===== src/rtl/mux_rx_pkg.sv =====
package mux_rx_pkg;
  localparam int NUM_LINES = 16;
  localparam int LINE_W = $clog2(NUM_LINES);
  localparam int FIFO_SLOTS = 64;
  localparam int PTR_W = $clog2(FIFO_SLOTS);
  localparam int OSR = 8;
  localparam int PH_W = $clog2(OSR);
  localparam int BASE_W = 8;
  localparam int ADDR_W = BASE_W + 7;
  localparam int WORD_W = 16;
  localparam int CHAR_W = 8;

  localparam logic [3:0] ST_ARMED = 4'd0;
  localparam logic [3:0] ST_HOLD  = 4'd1;
  localparam logic [3:0] ST_START = 4'd2;
  localparam logic [3:0] ST_DATA0 = 4'd3;
  localparam logic [3:0] ST_STOP  = 4'd11;

  typedef enum logic [2:0] {
    S_IDLE, S_RD_ASM, S_GET_ASM, S_WR_ASM,
    S_RD_SLOT, S_GET_SLOT, S_WR_SLOT, S_NEXT
  } seqState_e;

  typedef struct packed {
    logic startScan;
    logic nextLine;
    logic loadAsm;
    logic bumpPtr;
    logic flagOvr;
    logic pickSlot;
  } ctrlStrobe_t;
endpackage


===== src/rtl/mux_rx_datapath.sv =====
module mux_rx_datapath
  import mux_rx_pkg::*;
(
  input  logic                 clk,
  input  logic                 rstN,
  input  logic [NUM_LINES-1:0] rxLines,
  input  logic [BASE_W-1:0]    tableBase,
  input  logic [1:0]           charLen,
  input  logic                 ovrClr,
  input  logic [WORD_W-1:0]    memRdata,
  input  ctrlStrobe_t          strobe,
  output logic [ADDR_W-1:0]    memAddr,
  output logic [WORD_W-1:0]    memWdata,
  output logic                 charDone,
  output logic                 lastLine,
  output logic                 overrunFlag
);
  localparam logic [PH_W-1:0] MID_PHASE = PH_W'(OSR / 2);

  logic [LINE_W-1:0]    lineIdx;
  logic [NUM_LINES-1:0] snap;
  logic [WORD_W-1:0]    asmWord;
  logic [PTR_W-1:0]     wrPtr;
  logic                 ovrFlag;

  always_ff @(posedge clk or negedge rstN) begin
    if (!rstN) begin
      lineIdx <= '0;
      snap    <= '1;
      asmWord <= '0;
      wrPtr   <= '0;
      ovrFlag <= 1'b0;
    end else begin
      if (strobe.startScan) begin
        lineIdx <= '0;
        snap    <= rxLines;
      end else if (strobe.nextLine) begin
        lineIdx <= lineIdx + 1'b1;
      end
      if (strobe.loadAsm) asmWord <= memRdata;
      if (strobe.bumpPtr) wrPtr <= wrPtr + 1'b1;
      if (strobe.flagOvr) ovrFlag <= 1'b1;
      else if (ovrClr)    ovrFlag <= 1'b0;
    end
  end

  // sample-step evaluation of the fetched assembly word
  logic [3:0]        stCur, stNew, lastData;
  logic [PH_W-1:0]   phCur, phInc, phNew;
  logic [CHAR_W-1:0] datCur, datNew;
  logic [2:0]        dIdx;
  logic              bitIn, isBreak, corrupt;

  assign stCur    = asmWord[15:12];
  assign phCur    = asmWord[11:9];
  assign datCur   = asmWord[7:0];
  assign corrupt  = asmWord[8];
  assign bitIn    = snap[lineIdx];
  assign phInc    = phCur + 1'b1;
  assign lastData = ST_DATA0 + 4'd4 + {2'b00, charLen};
  assign dIdx     = 3'(stCur - ST_DATA0);

  always_comb begin
    stNew    = stCur;
    phNew    = phCur;
    datNew   = datCur;
    charDone = 1'b0;
    isBreak  = 1'b0;
    if (corrupt) begin
      stNew = ST_ARMED;
      phNew = '0;
      datNew = '0;
    end else begin
      case (stCur)
        ST_ARMED: if (!bitIn) begin
          stNew = ST_START;
          phNew = '0;
        end
        ST_HOLD: if (bitIn) stNew = ST_ARMED;
        ST_START: begin
          phNew = phInc;
          if (phInc == MID_PHASE) begin
            phNew  = '0;
            datNew = '0;
            stNew  = bitIn ? ST_ARMED : ST_DATA0;
          end
        end
        ST_STOP: begin
          phNew = phInc;
          if (phInc == '0) begin
            charDone = 1'b1;
            isBreak  = !bitIn && (datCur == '0);
            stNew    = bitIn ? ST_ARMED : ST_HOLD;
          end
        end
        default: begin
          if (stCur > ST_STOP) begin
            stNew = ST_ARMED;
            phNew = '0;
          end else begin
            phNew = phInc;
            if (phInc == '0) begin
              datNew[dIdx] = bitIn;
              stNew = (stCur == lastData) ? ST_STOP : stCur + 1'b1;
            end
          end
        end
      endcase
    end
  end

  logic [WORD_W-1:0] entryWord, asmNew;
  assign asmNew    = {stNew, phNew, 1'b0, datNew};
  assign entryWord = {1'b1, isBreak, isBreak ? 1'b0 : ^datCur, lineIdx, 1'b0,
                      isBreak ? {CHAR_W{1'b0}} : datCur};

  assign memAddr     = strobe.pickSlot ? {tableBase, 1'b1, wrPtr}
                                       : {tableBase, 2'b01, 1'b0, lineIdx};
  assign memWdata    = strobe.pickSlot ? entryWord : asmNew;
  assign lastLine    = (lineIdx == LINE_W'(NUM_LINES - 1));
  assign overrunFlag = ovrFlag;

  AST_PTR_STEP: assert property (@(posedge clk) disable iff (!rstN)
    !$stable(wrPtr) |-> wrPtr == PTR_W'($past(wrPtr) + 1'b1));
  AST_OVR_STICKY: assert property (@(posedge clk) disable iff (!rstN)
    ovrFlag && !ovrClr |=> ovrFlag);
endmodule


===== src/rtl/mux_rx_ctrl.sv =====
module mux_rx_ctrl
  import mux_rx_pkg::*;
(
  input  logic        clk,
  input  logic        rstN,
  input  logic        sampleTick,
  input  logic        recvEnable,
  input  logic        recvIntEnable,
  input  logic        memGnt,
  input  logic        charDone,
  input  logic        lastLine,
  input  logic        slotTaken,
  output ctrlStrobe_t strobe,
  output logic        memReq,
  output logic        memWe,
  output logic        rxIrq
);
  seqState_e state, nextState;

  always_comb begin
    strobe    = '0;
    nextState = state;
    case (state)
      S_IDLE: if (sampleTick && recvEnable) begin
        strobe.startScan = 1'b1;
        nextState = S_RD_ASM;
      end
      S_RD_ASM:  if (memGnt) nextState = S_GET_ASM;
      S_GET_ASM: begin
        strobe.loadAsm = 1'b1;
        nextState = S_WR_ASM;
      end
      S_WR_ASM:  if (memGnt) nextState = charDone ? S_RD_SLOT : S_NEXT;
      S_RD_SLOT: begin
        strobe.pickSlot = 1'b1;
        if (memGnt) nextState = S_GET_SLOT;
      end
      S_GET_SLOT: begin
        strobe.pickSlot = 1'b1;
        if (slotTaken) begin
          strobe.flagOvr = 1'b1;
          nextState = S_NEXT;
        end else begin
          nextState = S_WR_SLOT;
        end
      end
      S_WR_SLOT: begin
        strobe.pickSlot = 1'b1;
        if (memGnt) begin
          strobe.bumpPtr = 1'b1;
          nextState = S_NEXT;
        end
      end
      S_NEXT: begin
        if (lastLine) nextState = S_IDLE;
        else begin
          strobe.nextLine = 1'b1;
          nextState = S_RD_ASM;
        end
      end
      default: nextState = S_IDLE;
    endcase
  end

  always_ff @(posedge clk or negedge rstN) begin
    if (!rstN) begin
      state <= S_IDLE;
      rxIrq <= 1'b0;
    end else begin
      state <= nextState;
      rxIrq <= strobe.bumpPtr && recvIntEnable;
    end
  end

  assign memReq = (state == S_RD_ASM) || (state == S_WR_ASM) ||
                  (state == S_RD_SLOT) || (state == S_WR_SLOT);
  assign memWe  = (state == S_WR_ASM) || (state == S_WR_SLOT);

  AST_REQ_HOLD: assert property (@(posedge clk) disable iff (!rstN)
    memReq && !memGnt |=> memReq && $stable(memWe));
  AST_IRQ_AFTER_WRITE: assert property (@(posedge clk) disable iff (!rstN)
    rxIrq |-> $past(memReq && memGnt && memWe) && $past(recvIntEnable));
  AST_IRQ_SINGLE: assert property (@(posedge clk) disable iff (!rstN)
    rxIrq |=> !rxIrq);
  AST_IDLE_QUIET: assert property (@(posedge clk) disable iff (!rstN)
    (state == S_IDLE) && !recvEnable |=> !memReq);
endmodule


===== src/rtl/mux_rx_engine.sv =====
module mux_rx_engine
  import mux_rx_pkg::*;
(
  input  logic                 clk,
  input  logic                 rstN,
  input  logic [NUM_LINES-1:0] rxLines,
  input  logic                 sampleTick,
  input  logic                 recvEnable,
  input  logic                 recvIntEnable,
  input  logic [1:0]           charLen,
  input  logic [BASE_W-1:0]    tableBase,
  input  logic                 ovrClr,
  input  logic                 memGnt,
  input  logic [WORD_W-1:0]    memRdata,
  output logic                 memReq,
  output logic                 memWe,
  output logic [ADDR_W-1:0]    memAddr,
  output logic [WORD_W-1:0]    memWdata,
  output logic                 rxIrq,
  output logic                 overrunFlag
);
  ctrlStrobe_t strobe;
  logic charDone, lastLine;

  mux_rx_ctrl ctrl_i (
    .clk(clk), .rstN(rstN), .sampleTick(sampleTick), .recvEnable(recvEnable),
    .recvIntEnable(recvIntEnable), .memGnt(memGnt), .charDone(charDone),
    .lastLine(lastLine), .slotTaken(memRdata[WORD_W-1]), .strobe(strobe),
    .memReq(memReq), .memWe(memWe), .rxIrq(rxIrq)
  );

  mux_rx_datapath dp_i (
    .clk(clk), .rstN(rstN), .rxLines(rxLines), .tableBase(tableBase),
    .charLen(charLen), .ovrClr(ovrClr), .memRdata(memRdata), .strobe(strobe),
    .memAddr(memAddr), .memWdata(memWdata), .charDone(charDone),
    .lastLine(lastLine), .overrunFlag(overrunFlag)
  );

  AST_ADDR_STABLE: assert property (@(posedge clk) disable iff (!rstN)
    memReq && !memGnt |=> $stable(memAddr) && $stable(memWdata));
  AST_BASE_ALIGN: assert property (@(posedge clk) disable iff (!rstN)
    memReq |-> memAddr[ADDR_W-1:7] == tableBase);
  AST_ENTRY_TAGGED: assert property (@(posedge clk) disable iff (!rstN)
    memReq && memWe && memAddr[6] |-> memWdata[15] && !memWdata[8]);
endmodule


===== config.mk =====
export PLATFORM = sky130hd
export DESIGN_NAME = mux_rx_engine
export DESIGN_NICKNAME = d
export VERILOG_FILES = /design/src/rtl/mux_rx_pkg.sv /design/src/rtl/mux_rx_datapath.sv /design/src/rtl/mux_rx_ctrl.sv /design/src/rtl/mux_rx_engine.sv
export SDC_FILE = /design/constraint.sdc
export NUM_CORES = 1
export LEC_CHECK = 0
export BUFFER_PORTS_ARGS = -buffer_cell sky130_fd_sc_hd__buf_2
export CELL_PAD_IN_SITES_DETAIL_PLACEMENT = 1
export CELL_PAD_IN_SITES_GLOBAL_PLACEMENT = 1
export CORE_ASPECT_RATIO = 2
export CORE_MARGIN = 2
export CORE_UTILIZATION = 30
export DETAILED_ROUTE_END_ITERATION = 10
export GPL_ROUTABILITY_DRIVEN = 0
export GPL_TIMING_DRIVEN = 0
export PLACE_DENSITY_LB_ADDON = 0.08
export SLEW_MARGIN = 20
export SYNTH_ARGS = -nofsm -noshare
export SYNTH_HDL_FRONTEND = slang
export SYNTH_SLANG_ARGS = --single-unit

===== constraint.sdc =====
create_clock -name clk -period 2.2 [get_ports clk]
set_clock_uncertainty 0.1 [all_clocks]
set_input_delay 0 -clock clk [delete_from_list [all_inputs] [get_ports clk]]
set_output_delay 0 -clock clk [all_outputs]
set_load 0.02 [all_outputs]

==> flow_summary_export.csv <==
group,metric,value,unit
finish,drive_above_1_share,46.7,%
floorplanning,die_area,0.0116,mm2
logic_synthesis,yosysMostFrequentCell,"nand2_1",
drt,wl_per_cell,17.5,um
finish,finalCoreUtilization,47.7,%
floorplanning,start_util,30.6,%
logic_synthesis,postSynthAreaPerCell,8.98,um2
clocking,clock_sinks,47,
placed_design,pre_cts_ws,-621,ps
placed_design,dp_hpwl,8.29,mm
clocking,ctsHtreeMaxLevel,2,
worst_setup_path,start_kind,"flip-flop",
finish,instances_no_fill,638,
worst_setup_path,critPathCaptureType,"output port",
drt,via_per_inst,4.97,
grt,grt_pass1_wl,18.1,mm
logic_synthesis,yosys.area.top_type,"dfrtp_1",
floorplanning,die_y,150,um
finish,design_area,0.00500,mm2
floorplanning,rows,53,
drt,dr.pass1.iters,4,
timing,finalMaxSlewViolations,0,
placed_design,place_area,0.00389,mm2
pwr,power_density,1730,mW/mm2
worst_setup_path,path_class,"flip-flop to output port",
clocking,numCtsBuffers,5,
pwr,p_total,8.63,mW
grt,antenna_found_initial,0,
clocking,clk_path_buf_depth,2,
timing,setup-violations-final,15,
timing,tightest_slew,634,ps
timing,worst_hold_slack,3.68,ps
logic_synthesis,async_reset_ff_share,100,%
timing,fin_setup_tns,-4530,ps
timing,finalHoldViolations,0,
drt,drcViolationCount,0,
logic_synthesis,yosys-top-cells-count,"nand2_1, dfrtp_1, mux2_2, o21ai_1, nor2_1",
pwr,vdd_ir_drop_max,0.760,mV
logic_synthesis,seq_area_frac_synth,37.3,%
logic_synthesis,synth_fp_nets,419,
run_status,status,"finished with violations",
logic_synthesis,synth_edf_count,0,
logic_synthesis,synth_cells,357,
worst_setup_path,cp_max_fo,7,
drt,drt_wl_total,11.1,mm
logic_synthesis,synth_seq_cells,47,
logic_synthesis,synth_area_leaders,"dfrtp_1, dfstp_2, mux2_2, nand2_1, ha_1",
logic_synthesis,synthFlopType,"dfrtp_1",
floorplanning,fp.dieW,77.1,um
timing,maxSlewHeadroom,57.7,%
grt,grt_pass1_vias,3607,
drt,vias,3174,
grt,grt_usage,20.2,%
finish,final_nets,562,
drt,drt_iter0_markers,43,
pwr,power_leakage,2.22,nW
logic_synthesis,yosysTopAreaCellShare,24.2,%
floorplanning,ioPinCount,84,
job,max-cap-violations,0,
min_path,hold_path.class,"input port to flip-flop",
worst_setup_path,required,2100,ps
timing,layout_min_cycle_time,2580,ps
worst_setup_path,arrival,2480,ps
grt,grt_start_max_net_pins,48,
drt,ant_nets,0,
placed_design,portBuffers,74,
clocking,cts_tree,"built",
grt,grt-ovfl-total,0,
logic_synthesis,ys_warn_count,0,
timing,fin_ws,-375,ps
logic_synthesis,synth.cell_area,0.00321,mm2
floorplanning,core_area,0.0105,mm2
timing,fmax,388,MHz
clocking,root_buffer,"clkbuf_16",
logic_synthesis,synth.distinct_cells,56,
finish,nFillCells,1247,
timing,finalCritPeriodShare,117,%
finish,antennaDiodeCount,0,
clocking,clk_latency,300,ps
finish,area_growth,56.0,%
placed_design,dp_cells,568,
clocking,path_clk_slew,70,ps
timing,rsz0062_at_grt,"yes",
run_status,violations,"negative setup slack",
## logic make-up (layout without fill, tap and decap cells)
family | after synthesis | after routing | share of synthesized area (%)
other cells | 1 | 1 | 0.117
xor+xnor | 18 | 18 | 4.92
compound gates | 83 | 83 | 16.8
buf+inv | 47 | 191 | 7.22
flops | 47 | 47 | 37.3
simple gates | 118 | 118 | 18.0
mux | 30 | 30 | 10.6
fa+ha+maj | 13 | 13 | 5.07
## registers in the layout, summed over array words and instances, names as in the netlist
register,flops
ctrl_i.rxIrq,1
ctrl_i.state,3
dp_i.asmWord,16
dp_i.lineIdx,4
dp_i.overrunFlag,1
dp_i.snap,16
dp_i.wrPtr,6
## power by group
| group | internal, mW | switching (mW) |
|---|---|---|
| combinational | 2.79 | 3.31 |
| sequential | 1.35 | 0.404 |
| clock | 0.424 | 0.341 |
## critical path, stage by stage (launching register included)
cell,delay (ps)
dfrtp_1,390
clkbuf_8,170
inv_8,40
ha_4,170
nor4_4,290
or3_4,180
buf_8,120
nand2_4,70
or3b_4,430
o31ai_4,190
buf_6,140
## area by class of cell
cell class	instances	area, um2	area share (%)
plain buffers	26	209	4.18
repair buffers	140	1050	20.9
well taps	137	171	3.43
clock inverters	1	6.26	0.125
flip-flops and latches	47	1200	24.0
multi-input cells	263	2160	43.2
inverters	17	73.8	1.48
clock buffers	7	133	2.65
## routing by layer
| metal | GRT usage (%) | up-vias | routed length (um) |
|---|---|---|---|
| met5 | 0 | - | 0 |
| met4 | 8.48 | 0 | 358 |
| met3 | 1.86 | 20 | 191 |
| met2 | 42.3 | 63 | 6720 |
| met1 | 19.4 | 1554 | 3870 |
| li1 | - | 1537 | - |
## path summary, 6_finish.rpt
check / from / to / slack [ps] / cells after the start
max reg2reg: dp_i.asmWord[9]$_DFFE_PN0P_ / ctrl_i.state[0]$_DFFE_PN0P_ / 250 / 8
min in group asynchronous: rstN / dp_i.overrunFlag$_DFFE_PN0P_ / 160 / 2
max in group asynchronous: rstN / dp_i.asmWord[13]$_DFFE_PN0P_ / 1360 / 2
max: dp_i.asmWord[12]$_DFFE_PN0P_ / memWdata[0] / -380 / 10
min: recvEnable / ctrl_i.state[0]$_DFFE_PN0P_ / 4 / 4
min reg2reg: dp_i.wrPtr[5]$_DFFE_PN0P_ / dp_i.wrPtr[5]$_DFFE_PN0P_ / 380 / 1
## layout by cell type, fill, tap and decap left out, drive strengths merged, types with 6 or more instances in the layout
master       count
buf            118
mux2i            7
nand4            6
dlygate4sd3     37
o21ai           34
a21oi           13
nor3             8
nor2            17
inv             18
dfrtp           31
ha              13
clkbuf          18
dfstp           16
and2             9
o31ai            6
nand2           49
xnor2           11
xor2             7
mux2            22
## what timing repair did
| action | in CTS | in global routing |
|---|---|---|
| gates resized for setup | 72 | 30 |
| buffers inserted | 24 | 5 |
| pin swaps | 21 | 13 |
| hold buffers | 37 | 0 |
| hold endpoints to repair | 67 | 0 |
| setup endpoints to repair | 31 | 51 |
No activity file was read; power rests on OpenSTA's default activity.
